<file path="src/rtl/pwmc_pkg.sv">
// Package: shared constants and types for the PWM global register bank.
// Assumes a 12-bit byte address and 32-bit word-aligned accesses.
package pwmc_pkg;
    localparam int DW      = 32;
    localparam int AW      = 12;
    localparam int OFS_W   = 5;
    localparam int IDX_W   = 4;

    localparam logic [AW-1:0] A_MODE   = 12'h000;
    localparam logic [AW-1:0] A_RUNSET = 12'h004;
    localparam logic [AW-1:0] A_RUNCLR = 12'h008;
    localparam logic [AW-1:0] A_RUNRD  = 12'h00C;
    localparam logic [AW-1:0] A_IMSET  = 12'h010;
    localparam logic [AW-1:0] A_IMCLR  = 12'h014;
    localparam logic [AW-1:0] A_IMRD   = 12'h018;
    localparam logic [AW-1:0] A_EVRD   = 12'h01C;
    localparam logic [2:0]    BANK_TAG = 3'b001;

    typedef struct packed {
        logic mode_wr;
        logic run_set;
        logic run_clr;
        logic im_set;
        logic im_clr;
        logic ev_rd;
    } ctl_strb_t;

    typedef enum logic [2:0] {
        RS_NONE, RS_MODE, RS_RUN, RS_MASK, RS_STAT, RS_BANK
    } rsel_t;
endpackage

</file>
<file path="src/rtl/pwmc_addr_dec.sv">
// Module: address decoder for the global registers and the channel windows.
// Assumes at most one of bus_wr / bus_rd per cycle and NCH <= 16.
module pwmc_addr_dec
    import pwmc_pkg::*;
#(
    parameter int NCH = 4
) (
    input  logic                 bus_wr,
    input  logic                 bus_rd,
    input  logic [AW-1:0]        bus_addr,
    output ctl_strb_t            strb,
    output rsel_t                rsel,
    output logic [NCH-1:0]       bank_sel,
    output logic [OFS_W-1:0]     bank_ofs
);
    logic             in_bank;
    logic [IDX_W-1:0] bank_idx;

    assign in_bank  = (bus_addr[AW-1:9] == BANK_TAG);
    assign bank_idx = bus_addr[8:5];
    assign bank_ofs = bus_addr[OFS_W-1:0];

    // one select per implemented channel window
    for (genvar n = 0; n < NCH; n++) begin : g_sel
        assign bank_sel[n] = (bus_wr | bus_rd) & in_bank & (bank_idx == IDX_W'(n));
    end

    // write strobes for the global registers
    always_comb begin
        strb         = '0;
        strb.mode_wr = bus_wr & (bus_addr == A_MODE);
        strb.run_set = bus_wr & (bus_addr == A_RUNSET);
        strb.run_clr = bus_wr & (bus_addr == A_RUNCLR);
        strb.im_set  = bus_wr & (bus_addr == A_IMSET);
        strb.im_clr  = bus_wr & (bus_addr == A_IMCLR);
        strb.ev_rd   = bus_rd & (bus_addr == A_EVRD);
    end

    // read source selection
    always_comb begin
        rsel = RS_NONE;
        if (bus_rd) begin
            if (bus_addr == A_MODE)       rsel = RS_MODE;
            else if (bus_addr == A_RUNRD) rsel = RS_RUN;
            else if (bus_addr == A_IMRD)  rsel = RS_MASK;
            else if (bus_addr == A_EVRD)  rsel = RS_STAT;
            else if (|bank_sel)           rsel = RS_BANK;
        end
    end
endmodule

</file>
<file path="src/rtl/pwmc_setclr_reg.sv">
// Module: bit vector changed only by write-one-to-set and write-one-to-clear.
// Assumes set and clear strobes are never high together (separate addresses).
module pwmc_setclr_reg #(
    parameter int W = 4
) (
    input  logic         clk,
    input  logic         rst_n,
    input  logic         set_stb,
    input  logic         clr_stb,
    input  logic [W-1:0] wbits,
    output logic [W-1:0] q
);
    logic [W-1:0] set_m;
    logic [W-1:0] clr_m;

    assign set_m = set_stb ? wbits : '0;
    assign clr_m = clr_stb ? wbits : '0;

    // apply set then clear masks each cycle
    always_ff @(posedge clk) begin
        if (!rst_n) q <= '0;
        else        q <= (q | set_m) & ~clr_m;
    end


    set_apply_chk: assert property (@(posedge clk) disable iff (!rst_n)
        set_stb |=> ((q & $past(wbits)) == $past(wbits)));

    clr_apply_chk: assert property (@(posedge clk) disable iff (!rst_n)
        clr_stb |=> ((q & $past(wbits)) == '0));

    hold_chk: assert property (@(posedge clk) disable iff (!rst_n)
        (!set_stb && !clr_stb) |=> $stable(q));
endmodule

</file>
<file path="src/rtl/pwmc_evt_latch.sv">
// Module: sticky end-of-period status that clears when read.
// Assumes evt bits are single-cycle pulses; an event in the read cycle survives.
module pwmc_evt_latch #(
    parameter int W = 4
) (
    input  logic         clk,
    input  logic         rst_n,
    input  logic [W-1:0] evt,
    input  logic         rd_ack,
    output logic [W-1:0] status
);
    // accumulate events; a read restarts from the current cycle's events
    always_ff @(posedge clk) begin
        if (!rst_n)      status <= '0;
        else if (rd_ack) status <= evt;
        else             status <= status | evt;
    end


    clear_on_read_chk: assert property (@(posedge clk) disable iff (!rst_n)
        rd_ack |=> (status == $past(evt)));

    event_latch_chk: assert property (@(posedge clk) disable iff (!rst_n)
        !rd_ack |=> ((status & $past(status | evt)) == $past(status | evt)));
endmodule

</file>
<file path="src/rtl/pwmc_global_ctl.sv">
// Module: top of the PWM global register bank (run, interrupt mask,
// event status, mode word, channel window decode and read mux).
// Assumes single-cycle accesses with combinational read data.
module pwmc_global_ctl
    import pwmc_pkg::*;
#(
    parameter int NCH = 4
) (
    input  logic                 clk,
    input  logic                 rst_n,
    input  logic                 bus_wr,
    input  logic                 bus_rd,
    input  logic [11:0]          bus_addr,
    input  logic [31:0]          bus_wdata,
    output logic [31:0]          bus_rdata,
    output logic [31:0]          mode_cfg,
    output logic [NCH-1:0]       chan_run,
    input  logic [NCH-1:0]       period_evt,
    output logic                 irq,
    output logic [NCH-1:0]       bank_sel,
    output logic [4:0]           bank_ofs,
    input  logic [NCH*32-1:0]    bank_rdata
);
    ctl_strb_t      strb;
    rsel_t          rsel;
    logic [NCH-1:0] im_q;
    logic [NCH-1:0] ev_q;
    logic [DW-1:0]  bank_mux;

    pwmc_addr_dec #(.NCH(NCH)) u_dec (
        .bus_wr   (bus_wr),
        .bus_rd   (bus_rd),
        .bus_addr (bus_addr),
        .strb     (strb),
        .rsel     (rsel),
        .bank_sel (bank_sel),
        .bank_ofs (bank_ofs)
    );

    pwmc_setclr_reg #(.W(NCH)) u_run (
        .clk     (clk),
        .rst_n   (rst_n),
        .set_stb (strb.run_set),
        .clr_stb (strb.run_clr),
        .wbits   (bus_wdata[NCH-1:0]),
        .q       (chan_run)
    );

    pwmc_setclr_reg #(.W(NCH)) u_mask (
        .clk     (clk),
        .rst_n   (rst_n),
        .set_stb (strb.im_set),
        .clr_stb (strb.im_clr),
        .wbits   (bus_wdata[NCH-1:0]),
        .q       (im_q)
    );

    pwmc_evt_latch #(.W(NCH)) u_evt (
        .clk    (clk),
        .rst_n  (rst_n),
        .evt    (period_evt),
        .rd_ack (strb.ev_rd),
        .status (ev_q)
    );

    // mode word register
    always_ff @(posedge clk) begin
        if (!rst_n)            mode_cfg <= '0;
        else if (strb.mode_wr) mode_cfg <= bus_wdata;
    end

    // interrupt request from unmasked latched events
    assign irq = |(ev_q & im_q);

    // AND-OR mux of the selected channel window's read data
    always_comb begin
        bank_mux = '0;
        for (int n = 0; n < NCH; n++) begin
            if (bank_sel[n]) bank_mux = bank_mux | bank_rdata[n*DW +: DW];
        end
    end

    // read data select
    always_comb begin
        unique case (rsel)
            RS_MODE: bus_rdata = mode_cfg;
            RS_RUN:  bus_rdata = DW'(chan_run);
            RS_MASK: bus_rdata = DW'(im_q);
            RS_STAT: bus_rdata = DW'(ev_q);
            RS_BANK: bus_rdata = bank_mux;
            default: bus_rdata = '0;
        endcase
    end


    mode_wr_chk: assert property (@(posedge clk) disable iff (!rst_n)
        strb.mode_wr |=> (mode_cfg == $past(bus_wdata)));

    bank_onehot_chk: assert property (@(posedge clk) disable iff (!rst_n)
        $onehot0(bank_sel));

    irq_rise_chk: assert property (@(posedge clk) disable iff (!rst_n)
        $rose(irq) |-> ($past(period_evt) != '0 || $past(strb.im_set)));
endmodule

</file>
<file path="config.mk">
export PLATFORM = sky130hd
export DESIGN_NAME = pwmc_global_ctl
export DESIGN_NICKNAME = d
export VERILOG_FILES = /design/src/rtl/pwmc_pkg.sv /design/src/rtl/pwmc_addr_dec.sv /design/src/rtl/pwmc_setclr_reg.sv /design/src/rtl/pwmc_evt_latch.sv /design/src/rtl/pwmc_global_ctl.sv
export SDC_FILE = /design/constraint.sdc
export NUM_CORES = 1
export LEC_CHECK = 0
export ABC_AREA = 1
export BUFFER_PORTS_ARGS = -buffer_cell sky130_fd_sc_hd__buf_2
export CAP_MARGIN = 10
export CORE_AREA = 2 2 99 101
export DETAILED_ROUTE_END_ITERATION = 8
export DIE_AREA = 0 0 101 103
export GPL_ROUTABILITY_DRIVEN = 0
export PLACE_DENSITY = 0.84
export SLEW_MARGIN = 10
export SYNTH_ARGS = -nofsm -noshare
export SYNTH_HDL_FRONTEND = slang
export SYNTH_SLANG_ARGS = --single-unit
export TNS_END_PERCENT = 5
</file>
<file path="constraint.sdc">
create_clock -name clk -period 2.34 [get_ports clk]
set_input_delay 0.585 -clock clk [delete_from_list [all_inputs] [get_ports clk]]
set_output_delay 0.585 -clock clk [all_outputs]
set_load 0.03 [all_outputs]
</file>
==> run metrics, run 1 <==
DR iter-0 viols 234; io pins around 260; RSZ-0062 raised after global routing yes; site row count 36; Max Cap Viol 0; Leak 2.880 nW; CTS tree yes; die area 0.01040 mm2; design area ~0.0058 mm2; most common cell in the netlist nand2_1; CTS H-tree lvls 2; vias 4,691; final worst path period need between 2 and 3 ns; Seq pwr share 45.1%; max-slew violations 0; Synth async-reset ratio 0%; I/O Buffers 257; outcome finished, violations left; clk_skew 0 ns; CP Class in -> out; r2r setup slk 1.63 ns; Synth Register Bits 44; r2r endpoint mode_cfg[20]$_SDFFE_PN0P_; setup_tns -8.270 ns; HP Start period_evt[3]; number of enable flip-flop cells after synthesis 0; first-pass GRT wire length ~20,000 um; critical path fanouts, max 8; DP HPWL 10,730 um; arrival time worst endpoint 2.06 ns; DRC viols 0; global-route congestion overflow total 0; share of total power in combinational logic 17.6%; Core Box Area 0.009459 mm2; period utilization 113.2%; share of layout cells above drive strength 1 49.08%; Die Y 103 um; Final Setup Violations 32; Final ANT Viol Nets 0; Final WS setup -0.3084 ns; Sw Share 26.80%; syn_area_per_cell 6.383 um2; area post-placement 0.005129 mm2; P_int around 1.2 mW; number of global-route vias before repair 4,292; clk root buf clkbuf_8; CTS buffer count 5; Final Core Density about three fifths; Synth area leaders dfxtp_1 (26%), nand2_1 (17%), a21oi_1 (7.6%), inv_1 (5.7%), a22o_1 (5.1%); Worst VDD drop approximately 0.00026 V; Worst Setup EP bus_rdata[31]; Slew Limit Headroom 67.35%; Post-Place Cells 907; Synth cell types 32; Synth Cell Area between 0.003 and 0.004 mm2; Synth Instances 533; sw power around 450 uW; pin count of the biggest net entering global routing 33; antenna violations before repair 1; worst-skew pair later-pin latency 0.31 ns; Hold/Removal Path Class in -> reg; 1st-pass router iterations 5; Post-synth top cells nand2_1 (156), a21oi_1 (52), inv_1 (52); Hold Vio Cnt, Final 0; CP startpoint kind primary input; Total Routing Usage GR 24.73%; Die W 101 um; Clock Power Share 37.3%; PD cells 290.1 mW/mm2; FILL cells 910; Finished Layout Cells a little over 900; nets 994; DRT Wirelength 14,340 um; Main synth FF type dfxtp_1; worst-margin pin slew roughly 0.49 ns; Place WS -0.4589 ns; Worst R2R Start mode_cfg[20]$_SDFFE_PN0P_; Max Fclk 0.3776 GHz; Ys Warns 0; critical path required time 1.75 ns; Layout Area Growth over Synthesis 69.69%; area leader, netlist dfxtp_1; clock sinks 44; initial core utilization between 30% and 40%; R2R cell count 2; wire per inst 15.42 um; launch point of the worst path bus_addr[5]; syn nets 713; post-synthesis sequential area ratio 25.89%; vias per cell 5.044; failing checks negative setup slack; top cell type's share of synthesized area 25.89%; Clock Tree Buf Depth 2; CP Capture Type output port; clk slew on worst S/H paths 0.09 ns; Hold-fix buffers, CTS 0
[worst min-delay path by stage]
stage / to / slack [ns] / cells past startpoint
after floorplan: u_evt.status[1]$_SDFF_PN0_ / 0.46 / 2
final: u_evt.status[3]$_SDFF_PN0_ / 0.48 / 3
after global routing: u_evt.status[0]$_SDFF_PN0_ / 0.47 / 3
after global placement: u_evt.status[2]$_SDFF_PN0_ / 0.46 / 2
after CTS: u_evt.status[3]$_SDFF_PN0_ / 0.48 / 3
after detailed placement: mode_cfg[15]$_SDFFE_PN0P_ / 0.47 / 2
[power groups by stage]
stage	logic, mW	registers [mW]	clock network (mW)
5_1_grt	0.323	0.757	0.674
6_report	0.295	0.756	0.624
3_3_place_gp	0.271	0.773	0
2_1_floorplan	0.0883	0.773	0
4_1_cts	0.287	0.756	0.641
3_5_place_dp	0.275	0.774	0
[stage by stage]
step,hold slack (ns),power [mW]
final,0.4821,1.675
after global routing,0.4669,1.754
after CTS,0.4778,1.684
after detailed placement,0.4749,1.049
after global placement,0.4641,1.045
after floorplan,0.4552,0.8612
[layout by cell type, fill, tap and decap left out, types with 10 or more instances in the layout]
cell     count
a21oi_1     50
a22o_1      20
buf_12      10
buf_2      224
buf_4       39
buf_6       27
dfxtp_1     44
inv_1       51
nand2_1    146
nand2_2     19
nand3_1     21
nor2_1      36
o21ai_0     29
o21ai_2     13
o22ai_4     12
[critical path: stages]
cell	delay [ns]
buf_2	0.14
nor2_4	0.15
nand3_2	0.09
nor2_4	0.16
nand2_4	0.06
nand3_2	0.12
nand4_4	0.12
buf_4	0.17
buf_12	0.15
o22ai_2	0.16
buf_6	0.16
[flip-flops by register name (all words and copies together), names as in the netlist]
signal / flops
u_evt.status: 4
u_mask.q: 4
mode_cfg: 32
u_run.q: 4
[cell families (layout without fill, tap and decap cells)]
group / count (synthesis) / in the layout / synth area share [%]
AO/OA/AOI/OAI: 143 / 143 / 28.17
buffers and inverters: 92 / 374 / 12.95
flip-flops: 44 / 44 / 25.89
other: 0 / 1 / 0
AND/OR/NAND/NOR: 254 / 254 / 32.99
[area by class of cell]
type / instances / area, um2 / area share (%)
antenna: 1 / 2.502 / 0.04335
timing repair inverter: 1 / 8.758 / 0.1517
timing repair buffer: 305 / 2031 / 35.18
sequential: 44 / 880.8 / 15.26
clock inverter: 3 / 46.29 / 0.8019
multi-input combinational: 397 / 2340 / 40.53
inverter: 60 / 252.7 / 4.378
tap: 114 / 142.6 / 2.471
clock buffer: 5 / 68.82 / 1.192
[what timing repair did]
action,4_1_cts,5_1_grt
setup endpoints to repair,33,33
hold endpoints to repair,0,0
resized for setup,80,28
setup buffers,3,7
pin swaps,6,5
gates cloned,1,3
[layer usage]
metal	track usage [%]	part of all wire, %	up-vias
met5	0	0	-
met4	8.420	2.1	0
met2	46.26	51	224
met1	28.22	38	2119
met3	4.610	8.7	32
li1	-	-	2316
Note: power is estimated with default switching activity, not from simulation.
==> run 2: changes to the inputs <==
--- a/config.mk
+++ b/config.mk
@@ -8,11 +8,10 @@
 export ABC_AREA = 1
 export BUFFER_PORTS_ARGS = -buffer_cell sky130_fd_sc_hd__buf_2
 export CAP_MARGIN = 10
-export CORE_AREA = 2 2 99 101
+export CORE_UTILIZATION = 30
 export DETAILED_ROUTE_END_ITERATION = 8
-export DIE_AREA = 0 0 101 103
 export GPL_ROUTABILITY_DRIVEN = 0
-export PLACE_DENSITY = 0.84
+export PLACE_DENSITY = 0.72
 export SLEW_MARGIN = 10
 export SYNTH_ARGS = -nofsm -noshare
 export SYNTH_HDL_FRONTEND = slang
==> run metrics, run 2 (synthesis gave the netlist of run 1 again) <==
Final Setup Violations 32 (unchanged); Hold Vio Cnt, Final 0 (unchanged); CP Capture Type output port; CP Class in -> out; vias per cell 4.781 (-5.2%); CP startpoint kind primary input; critical path required time 1.75 ns (about the same); r2r setup slk 1.67 ns (+0.04 ns); Layout Area Growth over Synthesis 73.67%; antenna violations before repair 0 (-1); clk_skew 0 ns (unchanged); critical path fanouts, max 6 (-2); Finished Layout Cells 950 (+2.2%); CTS tree yes; CTS H-tree lvls 2 (unchanged); clock sinks 44 (unchanged); most common cell after layout, fill and taps aside buf_2; n_diodes 0 (-1); pin count of the biggest net entering global routing 54 (+64%); vias 4,542 (-3.2%); Worst Hold Slack 0.4769 ns (-0.005219 ns); outcome finished, violations left; number of global-route vias before repair 4,226 (-1.5%); clk root buf clkbuf_16; site row count 38 (+5.6%); Place WS -0.4586 ns (+0.0003690 ns); global-route congestion overflow total 0 (unchanged); Hold/Removal Path Class reg -> reg; 1st-pass router iterations 4 (-1); first-pass GRT wire length 20,490 um (+1.3%); DRC viols 0 (unchanged); DRT Wirelength 13,890 um (-3.1%); RSZ-0062 raised after global routing yes; most numerous cell on the critical path buf_6; CTS buffer count 5 (unchanged); Slew Limit Headroom 67.54% (+0.18 points); Core Box Area 0.01094 mm2 (+16%); I/O Buffers 257 (unchanged); DR iter-0 viols 279 (+19%); Clock Tree Buf Depth 2 (unchanged); arrival time worst endpoint 2.02 ns (-0.04 ns); wire per inst 14.62 um (-5.1%); share of layout cells above drive strength 1 49.63% (+0.55 points); period utilization 111.2% (-1.9 points); Largest register FFs 32 (unchanged); commonest non-fill, non-tap cells in the layout buf_2 (219), nand2_1 (143), a21oi_1 (51); Die Y 108.5 um (+5.3%); die area 0.01177 mm2 (+13%); max-slew violations 0 (unchanged); critical-path cell list buf_6 > nor2_4 > nand2_4 > nor2_4 > nand2_2 > nand3_4 > nand4_4 > buf_6 > buf_12 > o22ai_4 > buf_6; Max Fclk 0.3842 GHz (+1.7%); Final WS setup -0.2629 ns (+0.04545 ns); Post-Place Cells 935 (+3.1%); DP HPWL 10,910 um (+1.6%); Die W 108.5 um (+7.4%); Max Cap Viol 0 (unchanged); PD cells 321.2 mW/mm2 (+11%); io pins 258 (unchanged); Total Routing Usage GR 22.69% (-2.0 points); register bank with the most flops mode_cfg; initial core utilization 31.11% (-4.9 points); clk slew on worst S/H paths 0.07 ns (-0.02 ns); Leak 2.907 nW (+0.96%); Final ANT Viol Nets 0 (unchanged); Tot Pwr 1.898 mW (+13%); setup_tns -7.470 ns (+0.7992 ns); slowest stage delay, CP 0.17 ns (about the same); nets 989 (-0.50%); failing checks negative setup slack; worst-skew pair later-pin latency 0.29 ns (-0.02 ns); Worst VDD drop 0.0002593 V (+0.49%); final worst path period need 2.603 ns (-0.04545 ns); worst-margin pin slew 0.4864 ns (-0.002753 ns); Critical-path top delay cell nor2_4; FILL cells 1,096 (+20%)
## run 2: cell types whose count changed in the layout (fill, tap and decap cells not counted), sizes merged
cell | before | now
buf | 302 | 300
diode | 1 | 0
clkbuf | 7 | 6
clkinv | 2 | 1
bufbuf | 1 | 0
## run 2: report_power, final
part / switching [mW] / internal (mW)
registers: 0.00279 / 0.753
logic: 0.146 / 0.156
clock network: 0.331 / 0.508
total: 0.480 / 1.42
## run 2: metrics by stage
| stage | utilization (%) | area [um2] |
|---|---|---|
| after floorplan | - | 3571 |
| after CTS | 52.06 | 5693 |
| after global placement | 47.56 | 5201 |
| after detailed placement | 47.56 | 5201 |
| after global routing | 54.03 | 5908 |
| final | 54.03 | 5908 |
## run 2: layer usage
metal	GRT usage [%]	vias to the layer above	part of all wire [%]	wire [um]
met3	3.677	26	7.3	1010
met4	8.591	0	2.5	348
met2	39.74	206	50	6900
met5	0	-	0	0
li1	-	2302	-	-
met1	27.62	2008	41	5634
## run 2: timing repair
| action | 4_1_cts | 5_1_grt |
|---|---|---|
| pin swaps | 8 | 19 |
| hold buffers | 0 | 0 |
| cloned | 1 | 0 |
| setup buffers | 2 | 4 |
| hold endpoints to repair | 0 | 0 |
| resized for setup | 77 | 48 |
| setup endpoints to repair | 33 | 33 |
## run 2: layout make-up
| type | instances | area (um2) | area share, % |
|---|---|---|---|
| repair buffers | 301 | 2036 | 34.46 |
| multi-input cells | 397 | 2386 | 40.39 |
| well taps | 140 | 175.2 | 2.965 |
| clock buffers | 5 | 125.1 | 2.118 |
| flip-flops and latches | 44 | 880.8 | 14.91 |
| clock inverters | 3 | 46.29 | 0.7836 |
| inverters | 60 | 259.0 | 4.384 |
## run 2: critical path: cells and delay by family
family                 cells  cell delay [ns]
buffers and inverters      4             0.55
and+or+nand+nor            6             0.76
AOI/OAI and AO/OA          1             0.11
## run 2: path summary, 6_finish.rpt
kind	start	endpoint	cells past startpoint
hold / removal	mode_cfg[3]$_SDFFE_PN0P_	mode_cfg[3]$_SDFFE_PN0P_	2
hold reg to reg	mode_cfg[3]$_SDFFE_PN0P_	mode_cfg[3]$_SDFFE_PN0P_	2
setup reg to reg	u_run.q[0]$_SDFF_PN0_	u_run.q[0]$_SDFF_PN0_	1
setup / recovery	bus_addr[11]	bus_rdata[23]	11
==> run 3: changes to the inputs <==
--- a/config.mk
+++ b/config.mk
@@ -5,13 +5,14 @@
 export SDC_FILE = /design/constraint.sdc
 export NUM_CORES = 1
 export LEC_CHECK = 0
-export ABC_AREA = 1
+export ABC_AREA = 0
 export BUFFER_PORTS_ARGS = -buffer_cell sky130_fd_sc_hd__buf_2
 export CAP_MARGIN = 10
+export CORE_MARGIN = 1.5
 export CORE_UTILIZATION = 30
 export DETAILED_ROUTE_END_ITERATION = 8
 export GPL_ROUTABILITY_DRIVEN = 0
-export PLACE_DENSITY = 0.72
+export PLACE_DENSITY = 0.74
 export SLEW_MARGIN = 10
 export SYNTH_ARGS = -nofsm -noshare
 export SYNTH_HDL_FRONTEND = slang
==> run metrics, run 3 <==
outcome finished, violations left; failing checks negative setup slack; worst-margin pin slew 0.7014 ns (+0.2150 ns); CP startpoint kind primary input; global-route congestion overflow total 0 (unchanged); DR iter-0 viols 238 (-15%); vias per cell 5.202 (+8.8%); post-synthesis sequential area ratio 28.10% (+2.2 points); CTS tree yes; critical path required time 1.75 ns (about the same); worst-skew pair later-pin latency 0.30 ns (about the same); Slew Limit Headroom 53.02% (-15 points); r2r setup slk 1.67 ns (about the same); most numerous cell on the critical path buf_6; Largest register FFs 32 (unchanged); CTS buffer count 5 (unchanged); Final WS setup -0.9059 ns (-0.6430 ns); Layout Area Growth over Synthesis 63.71%; Worst R2R Start u_evt.status[2]$_SDFF_PN0_; die area 0.01107 mm2 (-5.9%); Synth Register Bits 44 (unchanged); DP HPWL 9267 um (-15%); CTS H-tree lvls 2 (unchanged); Leak 2.428 nW (-16%); vias 3,751 (-17%); Total Routing Usage GR 21.62% (-1.1 points); register bank with the most flops mode_cfg; io pins 258 (unchanged); area leader, netlist dfxtp_1; Clock Tree Buf Depth 2 (unchanged); Core Box Area 0.01023 mm2 (-6.4%); Post-Place Cells 709 (-24%); worst path bufs/invs 4 (unchanged); initial core utilization 30.63% (-0.48 points); clk root buf clkbuf_8; nets 764 (-23%); clock sinks 44 (unchanged); period utilization 138.7% (+27 points); CP Capture Type output port; syn nets 505 (-29%); Critical-path top delay cell or4_4; FILL cells 928 (-15%); commonest non-fill, non-tap cells in the layout buf_2 (221), nand2_1 (72), dfxtp_1 (44); RSZ-0062 raised after global routing yes; most common cell in the netlist nand2_1; site row count 37 (-2.6%); Synth cell types 37 (+16%); critical path fanouts, max 6 (unchanged); number of global-route vias before repair 3,877 (-8.3%); slowest stage delay, CP 0.53 ns (+0.36 ns); arrival time worst endpoint 2.66 ns (+0.64 ns); Hold/Removal Path Class reg -> reg; Synth Cell Area 0.003134 mm2 (-7.9%); Hold Vio Cnt, Final 0 (unchanged); Worst Hold Slack 0.4666 ns (-0.01031 ns); Main synth FF type dfxtp_1; CP Class in -> out; Final ANT Viol Nets 0 (unchanged); I/O Buffers 257 (unchanged); Die Y 105.2 um (-3.0%); wire per inst 17.42 um (+19%); antenna violations before repair 0 (unchanged); number of enable flip-flop cells after synthesis 0 (unchanged); Ys Warns 0 (unchanged); DRC viols 0 (unchanged); Synth async-reset ratio 0% (unchanged); HP Start mode_cfg[5]$_SDFFE_PN0P_; first-pass GRT wire length 18,960 um (-7.5%); top cell type's share of synthesized area 28.10% (+2.2 points); clk slew on worst S/H paths 0.08 ns (about the same); worst hold endpoint mode_cfg[5]$_SDFFE_PN0P_; R2R cell count 2 (+1); n_diodes 0 (unchanged); cell family with most CP delay simple AND/OR/NAND/NOR gates; r2r endpoint u_evt.status[2]$_SDFF_PN0_; Synth area leaders dfxtp_1 (28%), mux4_2 (23%), nand2_1 (8.7%), a22o_1 (8.4%), a21boi_1 (7.2%); max-slew violations 0 (unchanged); final worst path period need 3.246 ns (+0.6430 ns); Hold-fix buffers, CTS 0 (unchanged); clk_skew 0 ns (unchanged); Max Fclk 0.3081 GHz (-20%); Final Setup Violations 32 (unchanged); critical-path cell list buf_6 > or4_4 > or4_4 > nor4b_4 > buf_6 > buf_12 > a222oi_1 > o21ai_2 > buf_6; Post-synth top cells nand2_1 (73), dfxtp_1 (44), mux4_2 (32); share of layout cells above drive strength 1 62.74% (+13 points); Finished Layout Cells 721 (-24%); pin count of the biggest net entering global routing 45 (-17%); Hold Path Stages 2 (unchanged); PD cells 330.8 mW/mm2 (+3.0%); Synth Instances 325 (-39%); most common cell after layout, fill and taps aside buf_2; setup_tns -27.43 ns (-19.96 ns); syn_area_per_cell 9.644 um2 (+51%); 1st-pass router iterations 7 (+3); Max Cap Viol 0 (unchanged); DRT Wirelength 12,560 um (-9.6%); Worst VDD drop 0.0002403 V (-7.3%); Die W 105.2 um (-3.0%)
-- run 3: cell count changes after synthesis, sizes merged, moves of 10 or more --
cell / change
o22ai: -18
a21boi: +32
nor2: -43
mux4: +32
o21ai: -36
nand2: -98
inv: -54
a21oi: -46
a22o: +10
nand3: -23
-- run 3: worst max path at each step --
stage	depth (start not counted)	startpoint	slack (ns)	end
after CTS	9	bus_addr[6]	-0.93	bus_rdata[3]
after global routing	9	bus_addr[11]	-0.99	bus_rdata[3]
after detailed placement	7	bus_addr[7]	-0.99	bus_rdata[4]
after global placement	7	bus_addr[7]	-0.93	bus_rdata[16]
after floorplan	8	bus_addr[6]	-0.86	bus_rdata[1]
final	9	bus_addr[11]	-0.91	bus_rdata[3]
-- run 3: where the power goes --
part	internal (mW)	switching (mW)	total, mW
Sequential	0.753	0.00495	0.758
Combinational	0.249	0.177	0.426
Clock	0.236	0.277	0.513
-- run 3: cell families (layout without fill, tap and decap cells) --
kind of cell	after synthesis	after routing	share of synthesized area, %
and+or+nand+nor	115	115	17.80
AOI/OAI and AO/OA	86	86	20.68
muxes	40	40	25.55
xor gates and xnor gates	1	1	0.2795
buffers and inverters	39	299	7.585
DFF	44	44	28.10
-- run 3: repair_timing --
action	CTS	global route
setup endpoints to repair	36	45
hold endpoints to repair	0	0
gates cloned	1	1
buffers inserted	1	1
pin swaps	2	14
gates resized for setup	60	28
-- run 3: layout make-up --
| type | instances | area [um2] | share of cell area, % |
|---|---|---|---|
| Tap cell | 136 | 170.2 | 3.316 |
| Sequential cell | 44 | 880.8 | 17.17 |
| Inverter | 5 | 18.77 | 0.3658 |
| Multi-Input combinational cell | 242 | 2182 | 42.53 |
| Timing Repair Buffer | 286 | 1787 | 34.82 |
| Clock inverter | 2 | 10.01 | 0.1951 |
| Clock buffer | 6 | 82.58 | 1.609 |
-- run 3: stage by stage --
| stage | power (mW) | setup slack [ns] | utilization, % | instance area (um2) |
|---|---|---|---|---|
| detailed placement | 1.180 | -0.9883 | 45.35 | 4639 |
| global route | 1.787 | -0.9900 | 50.15 | 5131 |
| CTS | 1.707 | -0.9341 | 48.39 | 4951 |
| finish | 1.697 | -0.9059 | 50.15 | 5131 |
| floorplan | 0.9779 | -0.8554 | - | 3197 |
| global placement | 1.170 | -0.9343 | 45.35 | 4639 |
-- run 3: tightest hold or removal path, stage by stage (launching register included) --
cell      delay (ns)
dfxtp_1         0.33
nand2_1         0.06
a21boi_1        0.05
-- run 3: metal layers --
layer  up-vias  track usage, %  share of wire (%)
met1      1754           26.06                 39
li1       1733               -                  -
met2       247           38.24                 51
met3        17           4.329                8.4
met5         -               0                  0
met4         0           7.339                1.5
